**src/rtl/serial_xcvr.sv**
```systemverilog
module serial_xcvr #(
  parameter int DIV_W = 16
) (
  input  logic             clk,
  input  logic             rst_n,
  input  logic [DIV_W-1:0] divisor,
  input  logic [1:0]       char_len,
  input  logic             par_en,
  input  logic             par_even,
  input  logic [1:0]       stop_sel,
  input  logic             loopback,
  input  logic             send_break,
  input  logic             tx_wr,
  input  logic [7:0]       tx_data,
  output logic             tx_ready,
  input  logic             rx_rd,
  output logic [7:0]       rx_data,
  output logic             rx_valid,
  output logic             parity_err,
  output logic             frame_err,
  output logic             break_det,
  input  logic             rxd,
  output logic             txd
);

  localparam int OVS      = 16;
  localparam int SUB_W    = 6;
  localparam int RSUB_W   = $clog2(OVS);
  localparam logic [RSUB_W-1:0] MID  = RSUB_W'(OVS/2 - 1);
  localparam logic [RSUB_W-1:0] LAST = RSUB_W'(OVS - 1);

  // oversample tick
  logic [DIV_W-1:0] div_cnt;
  logic             tick;
  assign tick = (div_cnt == '0);

  always_ff @(posedge clk) begin
    if (!rst_n)    div_cnt <= '0;
    else if (tick) div_cnt <= (divisor == '0) ? '0 : divisor - 1'b1;
    else           div_cnt <= div_cnt - 1'b1;
  end

  // frame format
  logic [3:0]       nbits;
  logic [7:0]       len_mask;
  logic [SUB_W-1:0] stop_last;
  assign nbits     = 4'd5 + {2'b00, char_len};
  assign len_mask  = 8'hFF >> (4'd8 - nbits);
  assign stop_last = stop_sel[1] ? SUB_W'(OVS*2 - 1)
                   : stop_sel[0] ? SUB_W'(OVS*3/2 - 1) : SUB_W'(OVS - 1);

  // transmitter
  typedef enum logic [2:0] {T_IDLE, T_START, T_DATA, T_PAR, T_STOP} tx_st_t;
  tx_st_t           tx_st;
  logic [SUB_W-1:0] tx_sub;
  logic [3:0]       tx_cnt;
  logic [7:0]       tx_sh;
  logic             tx_par;
  logic             tx_bit_end;
  logic             tx_line;

  assign tx_bit_end = tick && (tx_sub == ((tx_st == T_STOP) ? stop_last : SUB_W'(OVS - 1)));

  always_ff @(posedge clk) begin
    if (!rst_n) begin
      tx_st  <= T_IDLE;
      tx_sub <= '0;
      tx_cnt <= '0;
      tx_sh  <= '0;
      tx_par <= 1'b0;
    end else if (tx_st == T_IDLE) begin
      if (tx_wr) begin
        tx_sh  <= tx_data;
        tx_par <= (^(tx_data & len_mask)) ^ !par_even;
        tx_sub <= '0;
        tx_st  <= T_START;
      end
    end else if (tick) begin
      if (!tx_bit_end) tx_sub <= tx_sub + 1'b1;
      else begin
        tx_sub <= '0;
        case (tx_st)
          T_START: begin
            tx_cnt <= '0;
            tx_st  <= T_DATA;
          end
          T_DATA: begin
            tx_sh  <= tx_sh >> 1;
            tx_cnt <= tx_cnt + 1'b1;
            if (tx_cnt == nbits - 4'd1) tx_st <= par_en ? T_PAR : T_STOP;
          end
          T_PAR:   tx_st <= T_STOP;
          default: tx_st <= T_IDLE;
        endcase
      end
    end
  end

  always_comb begin
    case (tx_st)
      T_START: tx_line = 1'b0;
      T_DATA:  tx_line = tx_sh[0];
      T_PAR:   tx_line = tx_par;
      default: tx_line = 1'b1;
    endcase
    if (send_break) tx_line = 1'b0;
  end

  assign tx_ready = (tx_st == T_IDLE);
  assign txd      = loopback | tx_line;

  // receiver input
  logic [1:0] rx_sync;
  logic       rx_s;
  always_ff @(posedge clk) begin
    if (!rst_n) rx_sync <= 2'b11;
    else        rx_sync <= {rx_sync[0], loopback ? tx_line : rxd};
  end
  assign rx_s = rx_sync[1];

  // receiver
  typedef enum logic [2:0] {R_IDLE, R_START, R_DATA, R_PAR, R_STOP, R_HOLD} rx_st_t;
  rx_st_t            rx_st;
  logic [RSUB_W-1:0] rx_sub;
  logic [3:0]        rx_cnt;
  logic [7:0]        rx_sh;
  logic              rx_pbit;
  logic              rx_zero;
  logic [7:0]        rx_aligned;
  logic              rx_brk;
  logic              rx_centre;

  assign rx_aligned = rx_sh >> (4'd8 - nbits);
  assign rx_brk     = rx_zero && !rx_s;
  assign rx_centre  = tick && (rx_sub == LAST);

  always_ff @(posedge clk) begin
    if (!rst_n) begin
      rx_st      <= R_IDLE;
      rx_sub     <= '0;
      rx_cnt     <= '0;
      rx_sh      <= '0;
      rx_pbit    <= 1'b0;
      rx_zero    <= 1'b0;
      rx_data    <= '0;
      rx_valid   <= 1'b0;
      parity_err <= 1'b0;
      frame_err  <= 1'b0;
      break_det  <= 1'b0;
    end else begin
      if (rx_rd) rx_valid <= 1'b0;
      if (tick && rx_st != R_IDLE && rx_st != R_HOLD) rx_sub <= rx_sub + 1'b1;
      case (rx_st)
        R_IDLE: if (tick && !rx_s) begin
          rx_sub <= '0;
          rx_st  <= R_START;
        end
        R_START: if (tick && rx_sub == MID) begin
          rx_sub  <= '0;
          rx_cnt  <= '0;
          rx_sh   <= '0;
          rx_zero <= 1'b1;
          rx_st   <= rx_s ? R_IDLE : R_DATA;
        end
        R_DATA: if (rx_centre) begin
          rx_sh   <= {rx_s, rx_sh[7:1]};
          rx_zero <= rx_zero & !rx_s;
          rx_cnt  <= rx_cnt + 1'b1;
          if (rx_cnt == nbits - 4'd1) rx_st <= par_en ? R_PAR : R_STOP;
        end
        R_PAR: if (rx_centre) begin
          rx_pbit <= rx_s;
          rx_zero <= rx_zero & !rx_s;
          rx_st   <= R_STOP;
        end
        R_STOP: if (rx_centre) begin
          rx_data    <= rx_aligned;
          rx_valid   <= 1'b1;
          frame_err  <= !rx_s;
          break_det  <= rx_brk;
          parity_err <= par_en && !rx_brk && ((^rx_aligned ^ rx_pbit) != !par_even);
          rx_st      <= rx_s ? R_IDLE : R_HOLD;
        end
        default: if (tick && rx_s) rx_st <= R_IDLE;
      endcase
    end
  end

endmodule


```
**config.mk**
```make
export PLATFORM = sky130hd
export DESIGN_NAME = serial_xcvr
export DESIGN_NICKNAME = d
export VERILOG_FILES = /design/src/rtl/serial_xcvr.sv
export SDC_FILE = /design/constraint.sdc
export NUM_CORES = 1
export LEC_CHECK = 0
export BUFFER_PORTS_ARGS = -buffer_cell sky130_fd_sc_hd__buf_2
export CORE_UTILIZATION = 35
export DETAILED_ROUTE_END_ITERATION = 8
export PLACE_DENSITY = 0.61
export RECOVER_POWER = 100
export SYNTH_ARGS = -nofsm -noshare
export SYNTH_HDL_FRONTEND = slang
export SYNTH_SLANG_ARGS = --single-unit
```
**constraint.sdc**
```tcl
create_clock -name clk -period 2.5 [get_ports clk]
set_input_delay 0.125 -clock clk [delete_from_list [all_inputs] [get_ports clk]]
set_output_delay 0.125 -clock clk [all_outputs]
set_load 0.02 [all_outputs]
```
==> summary by stage <==
Status
The run finished with clean final reports.

Floorplan
The floorplan core area is 0.01206 mm2. The initial utilization of the core area, before any placement, comes to 36.07%. The die is 113.5 um wide.

The die covers 0.01288 mm2. 51 I/O pins were placed. The standard-cell row count is 40. The floorplan step set the die height to 113.5 um.

Power and ir drop
In this run the static leakage power is 1.915 nW. Internal power comes to 2.443 mW. The clock network fraction of total power is 30.4%. The relative contribution of combinational cells to total power is 31.5%.

Net switching is 33.70% of the power. The net switching power is around 1.2 mW. The peak supply drop is 0.3876 mV. The completed layout was analyzed and its total power is between 3 and 4 mW. The sequential share of power is 38.1%. Dividing total power by cell area gives a power density of 731.3 mW/mm2.

Worst setup path
The category of the worst setup path capture point is a flop. Data on the critical path is required at its endpoint by approximately 2800 ps. The highest net fanout along the worst path is 14. Counting cells, the worst reg-to-reg path comes to 8. The minimum setup slack among reg-to-reg paths is around 170 ps. STA puts the critical path data arrival time at 2600 ps.

The worst flop-to-flop path startpoint is div_cnt[0]$_SDFF_PN0_. The critical setup path kind is flop to flop. The endpoint identified for the worst register-to-register timing path is parity_err$_SDFFE_PN0P_. STA classifies the critical path startpoint as a flop.

Global routing
Summed over all layers, the global routing overflow is 0. The via count of the first global-routing pass is 3,637. The first global-routing pass estimated around 17,000 um of wire.

The initial antenna violation count is 0. The largest net degree at the start of global routing is 26. Across every metal layer, demand over resource in global routing totals 16.91%.

Logic synthesis
After synthesis, the netlist uses 67 different library cells. Synthesis inferred 73 register bits. By area, the combinational part of the netlist is dominated by simple AND/OR/NAND/NOR gates. By area the synthesized netlist is led by sky130_fd_sc_hd__dfxtp_1 34%, sky130_fd_sc_hd__nor2_1 6.0%, sky130_fd_sc_hd__xnor2_1 5.6%. The top cell type by total area after synthesis is sky130_fd_sc_hd__dfxtp_1. The cell with the most instances after synthesis is sky130_fd_sc_hd__dfxtp_1.

Of the synthesized area, sequential elements account for approximately 34%. The compound-gate portion of the synthesized area is 13.57%. Multiplexer cells account for 9.922% of the synthesized area. For this run, the number of Yosys warnings is 0. Counting every instance in the synthesized netlist gives 516.

The main flop type after synthesis is sky130_fd_sc_hd__dfxtp_1. Counting every net in the synthesized netlist gives 564. The simple-gate share of the synthesized area is between 20% and 30%. The xor and xnor fraction of the mapped netlist area is 11.19%. The post-synthesis adder-cell area fraction is about 3.2%.

The share of the synthesized area in the top cell type is 33.59%. Counting instances in the post-synthesis netlist gives the leading cell types as 73 x sky130_fd_sc_hd__dfxtp_1, 69 x sky130_fd_sc_hd__nor2_1, 54 x sky130_fd_sc_hd__nand2_1. The proportion of register bits with asynchronous set or reset after synthesis is 0%. The synthesized area per cell is 8.431 um2. The post-synthesis instance area is between 0.004 and 0.005 mm2.

The number of synthesized flops with an enable pin is 0.

Worst hold path
For hold timing, the worst endpoint is rx_valid$_SDFF_PN0_. The path class of the tightest hold or removal check is input port to flop. In this run the most critical hold path is launched from rx_rd.

The number of stages on the worst hold path is 3.

Routing
The via density per instance is 5.126. The detailed-route wire length is 10,120 um. After detailed routing, the average wire length per cell comes to between 10 and 15 um. The total number of vias is 3,793. For this block, the initial DRC count from the detailed router was 150.

The remaining antenna violation count after routing is 0. The post-detailed-route DRC marker count is 0. Before antenna repair, the detailed router went through 4 iterations.

STA
The count of endpoints failing setup in the final report is 0. The final critical-path required period is ~2300 ps. Setup repair after global routing left no endpoint under its margin.

On the final layout, the worst clock skew is 4.537 ps. The number of hold violations in the final report is 0. The final cycle utilization of the critical path is 93.15%. The total count of max-transition violations in the final report was 0.

The worst slew slack as a fraction of its limit is 38.31%. Adding up every negative setup slack in the final design gives 0 ps. Derived from the worst setup path, the maximum achievable clock frequency is 429.4 MHz. The measured slew at the worst slew-check pin is 924.3 ps.

Finish
The proportion of layout cells with a drive suffix above 1 is 15.03%. The layout has 1,199 filler cells. The total inserted antenna cells is 0. The net count of the finished layout is 617.

Compared with the post-synthesis result, the final layout area differs by 15.82%.

Clocking
The number of hold buffers added after CTS was 0. The number of buffers added by the clock tree synthesis step is 9. The clock edge transition at the registers on the reported setup and hold paths is 50 ps. The setup fix buffers added after clock tree synthesis is 0. In this run the clock root is driven by a sky130_fd_sc_hd__clkbuf_16.

TritonCTS built the clock tree. The count of clock tree sinks is 73. The clock reaches the later pin of the worst-skew pair after 340 ps. The H-tree was split into 3 levels. The number of resized instances in the post-cts repair step is 0. The number of buffers between clock root and the deepest sink is 2.

Place
The congestion estimate from routability-driven global placement came to between 0.8 and 0.9. The number of port buffers is 50. Detailed placement finished with a half-perimeter wire length of 7429 um.

Job
The number of max-cap violations is 0.
registers in the layout, indices dropped and copies added, names as in the netlist, 2 cells and up:
register and count:
rx_cnt 4, rx_sub 4, rx_st 3, tx_sub 6, div_cnt 16, rx_data 8
tx_cnt 4, tx_sh 8, rx_sh 8, rx_sync 2, tx_st 3
metal layers:
metal  GRT usage [%]  up-vias  wire length, um
met5               0        -                0
met4           5.526        0              145
met3           4.251       12              423
met2           27.85       80             4743
met1           21.62     1774             4807
li1                -     1927                -
placed cells by master, fill, tap and decap left out, types with 9 or more instances in the layout:
| master | instances |
|---|---|
| sky130_fd_sc_hd__dfxtp_1 | 73 |
| sky130_fd_sc_hd__nor2_1 | 69 |
| sky130_fd_sc_hd__nand2_1 | 54 |
| sky130_fd_sc_hd__buf_2 | 37 |
| sky130_fd_sc_hd__a21oi_1 | 34 |
| sky130_fd_sc_hd__xnor2_1 | 28 |
| sky130_fd_sc_hd__xor2_1 | 25 |
| sky130_fd_sc_hd__mux2i_1 | 24 |
| sky130_fd_sc_hd__nand3_1 | 22 |
| sky130_fd_sc_hd__clkbuf_1 | 20 |
| sky130_fd_sc_hd__buf_4 | 13 |
| sky130_fd_sc_hd__inv_1 | 12 |
| sky130_fd_sc_hd__nor3_1 | 12 |
| sky130_fd_sc_hd__o21ai_0 | 11 |
| sky130_fd_sc_hd__ha_1 | 11 |
| sky130_fd_sc_hd__clkbuf_16 | 9 |
worst max-delay path, stage by stage, from the launching register on:
cell and delay (ps):
sky130_fd_sc_hd__dfxtp_1 320, sky130_fd_sc_hd__inv_1 70, sky130_fd_sc_hd__ha_1 200, sky130_fd_sc_hd__nor4b_4 230
sky130_fd_sc_hd__and2_4 220, sky130_fd_sc_hd__nand3_4 180, sky130_fd_sc_hd__or3_1 580, sky130_fd_sc_hd__a2111o_1 340
sky130_fd_sc_hd__o21ai_0 130
cell families (layout without fill, tap and decap cells):
| family | after synthesis | after routing |
|---|---|---|
| flip-flops | 73 | 73 |
| multiplexers | 36 | 36 |
| adder cells (fa/ha/maj) | 11 | 11 |
| buffers and inverters | 37 | 93 |
| AND/OR/NAND/NOR | 215 | 215 |
| XOR/XNOR | 54 | 54 |
| AO/OA/AOI/OAI | 90 | 90 |
power groups by stage:
stage                     clock network (mW)  logic (mW)  registers, mW
after floorplan                            0       0.874           1.40
after global placement                     0        1.17           1.42
after detailed placement                   0        1.18           1.43
after CTS                               1.16        1.19           1.40
after global routing                    1.20        1.30           1.42
final                                   1.12        1.16           1.40
how the worst max path moves through the flow:
| stage | endpoint | cells past startpoint | slack, ps | from |
|---|---|---|---|---|
| floorplan | parity_err$_SDFFE_PN0P_ | 9 | 1 | char_len[0] |
| detailed placement | parity_err$_SDFFE_PN0P_ | 8 | 160 | char_len[0] |
| finish | parity_err$_SDFFE_PN0P_ | 8 | 170 | div_cnt[0]$_SDFF_PN0_ |
| global placement | parity_err$_SDFFE_PN0P_ | 8 | 210 | char_len[1] |
| global route | rx_st[1]$_SDFFE_PN0P_ | 9 | 20 | div_cnt[0]$_SDFF_PN0_ |
| CTS | parity_err$_SDFFE_PN0P_ | 8 | 190 | div_cnt[0]$_SDFF_PN0_ |
final cells by class:
cell class | count | area [um2] | area share (%)
multi-input cells | 406 | 2729 | 54.16
clock buffers | 13 | 240.2 | 4.768
flip-flops and latches | 73 | 1461 | 29.00
clock inverters | 1 | 5.005 | 0.09933
inverters | 12 | 45.04 | 0.8940
well taps | 168 | 210.2 | 4.172
repair buffers | 67 | 347.8 | 6.903
through the flow:
stage | util [%] | cell area, um2 | cells | hold slack, ps | setup WS (ps)
floorplan | - | 4350 | 516 | 286.8 | 1.388
global placement | 40.13 | 4841 | 726 | 391.6 | 207.7
detailed placement | 40.13 | 4841 | 726 | 402.0 | 158.7
CTS | 42.17 | 5086 | 740 | 51.66 | 190.3
global route | 41.77 | 5039 | 740 | 88.39 | 21.08
finish | 41.77 | 5039 | 740 | 63.72 | 171.4
No activity file was read; power rests on OpenSTA's default activity.
